`src/rtl/irq_prio_pkg.sv`:
```
package irq_prio_pkg;
  typedef enum logic [1:0] {
    OP_IDLE  = 2'd0,
    OP_RET   = 2'd1,
    OP_WRITE = 2'd2,
    OP_GRANT = 2'd3
  } pri_op_e;
endpackage

```
`src/rtl/irq_daisy_chain.sv`:
```
module irq_daisy_chain #(
  parameter int unsigned N = 3
) (
  input  logic         ack_in,
  input  logic [N-1:0] req,
  output logic [N-1:0] ack_out
);
  logic [N:0] pass;
  assign pass[0] = ack_in;
  for (genvar i = 0; i < N; i++) begin : g_link
    assign ack_out[i]  = pass[i] & req[i];
    assign pass[i+1]   = pass[i] & ~req[i];
  end
endmodule

```
`src/rtl/irq_level_arb.sv`:
```
module irq_level_arb #(
  parameter int unsigned NUM_LVL = 4,
  parameter int unsigned LVL_W   = 3
) (
  input  logic [NUM_LVL-1:0] grp_req,
  input  logic [LVL_W-1:0]   cur_pri,
  output logic [NUM_LVL-1:0] grp_win,
  output logic [LVL_W-1:0]   win_lvl,
  output logic               win_any
);
  always_comb begin
    grp_win = '0;
    win_lvl = '0;
    win_any = 1'b0;
    for (int g = 0; g < NUM_LVL; g++) begin
      if (grp_req[g] && (LVL_W'(g + 1) > cur_pri)) begin
        grp_win    = '0;
        grp_win[g] = 1'b1;
        win_lvl    = LVL_W'(g + 1);
        win_any    = 1'b1;
      end
    end
  end
endmodule

```
`src/rtl/irq_pri_stack.sv`:
```
module irq_pri_stack #(
  parameter int unsigned DEPTH = 4,
  parameter int unsigned LVL_W = 3
) (
  input  logic             clk,
  input  logic             rst_n,
  input  logic             push,
  input  logic             pop,
  input  logic [LVL_W-1:0] din,
  output logic [LVL_W-1:0] dout,
  output logic             empty,
  output logic             full
);
  localparam int unsigned PTR_W = $clog2(DEPTH + 1);
  localparam int unsigned SLOTS = 2 ** PTR_W;

  logic [LVL_W-1:0] mem [SLOTS];
  logic [PTR_W-1:0] sp;

  assign empty = (sp == '0);
  assign full  = (sp == PTR_W'(DEPTH));
  assign dout  = empty ? '0 : mem[sp - PTR_W'(1)];

  always_ff @(posedge clk or negedge rst_n) begin
    if (!rst_n) begin
      sp <= '0;
    end else if (push && !full) begin
      sp <= sp + PTR_W'(1);
    end else if (pop && !empty) begin
      sp <= sp - PTR_W'(1);
    end
  end

  always_ff @(posedge clk) begin
    if (push && !full) mem[sp] <= din;
  end
endmodule

```
`src/rtl/irq_prio_ctrl.sv`:
```
module irq_prio_ctrl
  import irq_prio_pkg::*;
#(
  parameter int unsigned NUM_LVL      = 4,
  parameter int unsigned DEVS_PER_GRP = 3,
  parameter int unsigned CODE_W       = 6,
  parameter int unsigned VEC_W        = 16,
  parameter int unsigned VEC_SHIFT    = 2,
  parameter logic [VEC_W-1:0] VEC_BASE = 16'h0400,
  localparam int unsigned NUM_DEV     = NUM_LVL * DEVS_PER_GRP,
  localparam int unsigned LVL_W       = $clog2(NUM_LVL + 1)
) (
  input  logic                      clk,
  input  logic                      rst_n,
  input  logic [NUM_DEV-1:0]        dev_req,
  input  logic [NUM_DEV-1:0]        dev_ien,
  input  logic [NUM_DEV*CODE_W-1:0] dev_code,
  input  logic                      pri_wr_en,
  input  logic                      pri_wr_sup,
  input  logic [LVL_W-1:0]          pri_wr_data,
  input  logic                      rti,
  output logic [LVL_W-1:0]          cur_pri,
  output logic [NUM_DEV-1:0]        dev_ack,
  output logic                      vec_valid,
  output logic [VEC_W-1:0]          vec_addr,
  output logic                      priv_exc
);
  logic [NUM_DEV-1:0] live_req;
  logic [NUM_DEV-1:0] sel_dev;
  logic [NUM_LVL-1:0] grp_req;
  logic [NUM_LVL-1:0] grp_win;
  logic [LVL_W-1:0]   win_lvl;
  logic               win_any;
  logic [LVL_W-1:0]   saved_lvl;
  logic               stk_empty;
  logic               stk_full;
  logic [CODE_W-1:0]  sel_code;
  logic [VEC_W-1:0]   next_vec;
  pri_op_e            op;

  assign live_req = dev_req & dev_ien;

  for (genvar g = 0; g < NUM_LVL; g++) begin : g_grp
    assign grp_req[g] = |live_req[g*DEVS_PER_GRP +: DEVS_PER_GRP];
    irq_daisy_chain #(.N(DEVS_PER_GRP)) u_chain (
      .ack_in (grp_win[g]),
      .req    (live_req[g*DEVS_PER_GRP +: DEVS_PER_GRP]),
      .ack_out(sel_dev[g*DEVS_PER_GRP +: DEVS_PER_GRP])
    );
  end

  irq_level_arb #(.NUM_LVL(NUM_LVL), .LVL_W(LVL_W)) u_arb (
    .grp_req(grp_req),
    .cur_pri(cur_pri),
    .grp_win(grp_win),
    .win_lvl(win_lvl),
    .win_any(win_any)
  );

  always_comb begin
    if (rti)                        op = OP_RET;
    else if (pri_wr_en)             op = OP_WRITE;
    else if (win_any && !stk_full)  op = OP_GRANT;
    else                            op = OP_IDLE;
  end

  irq_pri_stack #(.DEPTH(NUM_LVL), .LVL_W(LVL_W)) u_stack (
    .clk  (clk),
    .rst_n(rst_n),
    .push (op == OP_GRANT),
    .pop  (op == OP_RET),
    .din  (cur_pri),
    .dout (saved_lvl),
    .empty(stk_empty),
    .full (stk_full)
  );

  always_comb begin
    sel_code = '0;
    for (int i = 0; i < NUM_DEV; i++) begin
      if (sel_dev[i]) sel_code = sel_code | dev_code[i*CODE_W +: CODE_W];
    end
  end

  assign next_vec = VEC_BASE + (VEC_W'(sel_code) << VEC_SHIFT);

  always_ff @(posedge clk or negedge rst_n) begin
    if (!rst_n) begin
      cur_pri   <= '0;
      dev_ack   <= '0;
      vec_valid <= 1'b0;
      vec_addr  <= '0;
      priv_exc  <= 1'b0;
    end else begin
      priv_exc  <= pri_wr_en && !pri_wr_sup;
      dev_ack   <= '0;
      vec_valid <= 1'b0;
      unique case (op)
        OP_RET:   if (!stk_empty) cur_pri <= saved_lvl;
        OP_WRITE: if (pri_wr_sup) cur_pri <= pri_wr_data;
        OP_GRANT: begin
          cur_pri   <= win_lvl;
          dev_ack   <= sel_dev;
          vec_valid <= 1'b1;
          vec_addr  <= next_vec;
        end
        default: ;
      endcase
    end
  end
endmodule

```
`config.mk`:
```
export PLATFORM = sky130hd
export DESIGN_NAME = irq_prio_ctrl
export DESIGN_NICKNAME = d
export VERILOG_FILES = /design/src/rtl/irq_prio_pkg.sv /design/src/rtl/irq_daisy_chain.sv /design/src/rtl/irq_level_arb.sv /design/src/rtl/irq_pri_stack.sv /design/src/rtl/irq_prio_ctrl.sv
export SDC_FILE = /design/constraint.sdc
export NUM_CORES = 1
export LEC_CHECK = 0
export ABC_AREA = 1
export ABC_CLOCK_PERIOD_IN_PS = 3590
export BUFFER_PORTS_ARGS = -buffer_cell sky130_fd_sc_hd__clkbuf_2
export CAP_MARGIN = 5
export CORE_MARGIN = 5
export CORE_UTILIZATION = 41
export DETAILED_ROUTE_END_ITERATION = 6
export GPL_ROUTABILITY_DRIVEN = 1
export PLACE_DENSITY = 0.7
export SETUP_SLACK_MARGIN = 0.02
export SLEW_MARGIN = 10
export SYNTH_ARGS = -nofsm -noshare
export SYNTH_HDL_FRONTEND = slang
export SYNTH_SLANG_ARGS = --single-unit
```
`constraint.sdc`:
```
create_clock -name clk -period 3.59 [get_ports clk]
set_input_delay 0.5385 -clock clk [delete_from_list [all_inputs] [get_ports clk]]
set_output_delay 0.5385 -clock clk [all_outputs]
set_load 0.005 [all_outputs]
```
==> impl_metrics.json <==
{
  "outcome": "completed",
  "tightestPinTransition_ns": 1.047,
  "finalHoldViolCount": 0,
  "place_ws_ns": 0.7762,
  "hold_buffers": 0,
  "antenna_found_initial": 0,
  "ys_top_cells_by_count": "nor2_1 (78), nand2_1 (77), nand3_1 (55), inv_1 (46), dfrtp_1 (27)",
  "cts_max_path_buffers": 2,
  "cts_sinks": 51,
  "ys_ff_latch": 51,
  "gp_congestion": 0.8903,
  "async_reset_ff_frac": 0.5294,
  "ys_types": 36,
  "ctsResizeCount": 0,
  "critical_path_arrival_ns": 2.84,
  "synth_top_cell_by_area": "edfxtp_1",
  "dr.pass1.iters": 4,
  "wl_mm": 9.207,
  "hp-class": "in2async",
  "synth_ff_type": "dfrtp_1",
  "synth_top_area_frac": 0.2188,
  "period_share": 0.7956,
  "synth_seq_area_share": 0.4240,
  "synth_most_common_cell": "nor2_1",
  "ir_worst_vdd_mv": 0.2159,
  "drc": 0,
  "slew_headroom": 0.2994,
  "fin_crit_ns": 2.856,
  "crit_fanout": 16,
  "worst_clock_skew_ns": 0.01334,
  "vias": 3150,
  "wl_per_cell_um": 14.21,
  "area_delta_synth_final_pct": 23.40,
  "syn_avg_cell_area_sq_um": 7.860,
  "setup_viol": 0,
  "dr.first_iter.drc_count": 106,
  "setup_slack_ns": 0.7337,
  "required_ns": 3.57,
  "ios": 137,
  "max_cap_violations": 0,
  "fmax_mhz": 350.1,
  "die_x_um": 99.62,
  "htreeDepth": 2,
  "path_class": "reg2reg",
  "clkSlewWorstSetupHoldPaths_ns": 0.09,
  "synth.cell_area_sq_um": 3293,
  "rsz0062_at_grt": "no",
  "diodes": 0,
  "grt_overflow": 0,
  "grt_max_degree": 28,
  "detail-route-antenna-nets": 0,
  "grt_pass1_wl_mm": 14.69,
  "grtUsageTotal": 0.1849,
  "rows": 32,
  "setup_tns_ns": 0,
  "core_region_area_sq_um": 7767,
  "cts_setup_buffers": 0,
  "fin_nets": 652,
  "startpoint_type": "flop",
  "synth-edff-count": 24,
  "drive_gt1_frac": 0.3223,
  "cts_tree": "built",
  "grt_pass1_vias": 3187,
  "via_per_inst": 4.861,
  "maxSlewViolCount": 0,
  "port_buffers": 127,
  "yosysWarnings": 0,
  "dieArea_sq_um": 9924,
  "hpwl_mm": 7.678,
  "syn_inst": 419,
  "leakage_uw": 0.002144,
  "synth.area.top_cells": "edfxtp_1 (22%), dfrtp_1 (21%), nor2_1 (8.9%)",
  "cts_buffers": 5,
  "insertion_delay_ns": 0.30,
  "die_h_um": 99.62,
  "root_buffer": "clkbuf_8",
  "cp-end-kind": "flop",
  "initial_core_util": 0.4240,
  "powerDensity_nw_per_um2": 565.4
}
-- path summary, 6_finish.rpt --
path,startpoint,to,slack [ns],depth (start not counted)
setup / recovery,u_stack.sp[0],u_stack.mem[5][0],0.73,7
hold / removal,rst_n,dev_ack[4],0.26,1
setup reg to reg,u_stack.sp[0],u_stack.mem[5][0],0.73,7
hold reg to reg,vec_addr[10],vec_addr[10],0.51,1
max in group asynchronous,rst_n,cur_pri[0],2.89,1
min in group clk,pri_wr_sup,priv_exc,0.44,2
-- cell families after synthesis --
family,count (synthesis),share of synthesized area
AOI/OAI and AO/OA,32,0.05889
xor gates and xnor gates,3,0.007980
DFF,51,0.4240
other,1,0.001139
buffers and inverters,67,0.09194
and+or+nand+nor,262,0.4046
adders and majority gates,3,0.01140
-- placed cells by master (no fill, tap or decap), drive strengths merged --
cell      synthesis  routed
xor2              2       2
o221ai            2       2
clkinvlp          0       3
edfxtp           24      24
clkinv            1       1
nand4            12      12
inv              50      50
or2               7       7
nor3              3       3
a21oi             4       4
clkbuf            3     132
o21ai            18      18
nand2            88      88
o22ai             4       4
o21bai            4       4
dfrtp            27      27
nor4              2       2
conb              1       9
xnor2             1       1
ha                3       3
nand3            60      60
nor2             90      90
-- area by class of cell --
class                      count  area, sq um
fill                         768         3704
clock buffer                   5        68.82
inverter                      51        191.4
timing repair buffer         127        635.6
multi-input combinational    309         1624
sequential                    51         1396
tap                          102        127.6
clock inverter                 3        20.02
-- per-layer routing --
metal | wire (um) | up-vias | share of wire | global-route usage
met5 | 0 | - | 0 | 0
met4 | 113 | 0 | 0.012 | 0.03992
met3 | 507 | 8 | 0.055 | 0.03366
met2 | 4746 | 110 | 0.52 | 0.3254
met1 | 3840 | 1438 | 0.42 | 0.2370
li1 | - | 1594 | - | -
-- per-stage QoR --
stage / hold WS [ns] / utilization / std cells / power [uW] / area, sq um
floorplan: 0.2429 / - / 427 / 1640 / 3323
global placement: 0.4941 / 0.5118 / 640 / 1955 / 3975
detailed placement: 0.4965 / 0.5118 / 640 / 1985 / 3975
CTS: 0.2914 / 0.5232 / 648 / 2305 / 4064
global route: 0.3108 / 0.5232 / 648 / 2482 / 4064
finish: 0.2615 / 0.5232 / 648 / 2298 / 4064
-- critical path, cell delays in order (launching register included) --
cell and delay, ns:
dfrtp_1 0.64, inv_1 0.32, ha_1 0.31, a21oi_1 0.14, inv_1 0.11, nor3_4 0.51
nand2_1 0.23, nor2_1 0.28
-- flip-flops by register name, summed over array words and instances, names as in the netlist --
| name | count |
|---|---|
| u_stack.mem | 24 |
| dev_ack | 12 |
| vec_addr | 7 |
| cur_pri | 3 |
| u_stack.sp | 3 |
| priv_exc | 1 |
| vec_valid | 1 |
-- power breakdown --
part	internal, uW	total [uW]	switching, uW
clock	135	324	189
sequential	743	870	127
combinational	393	1100	711
total	1270	2300	1030
Note: power is estimated with default switching activity, not from simulation.
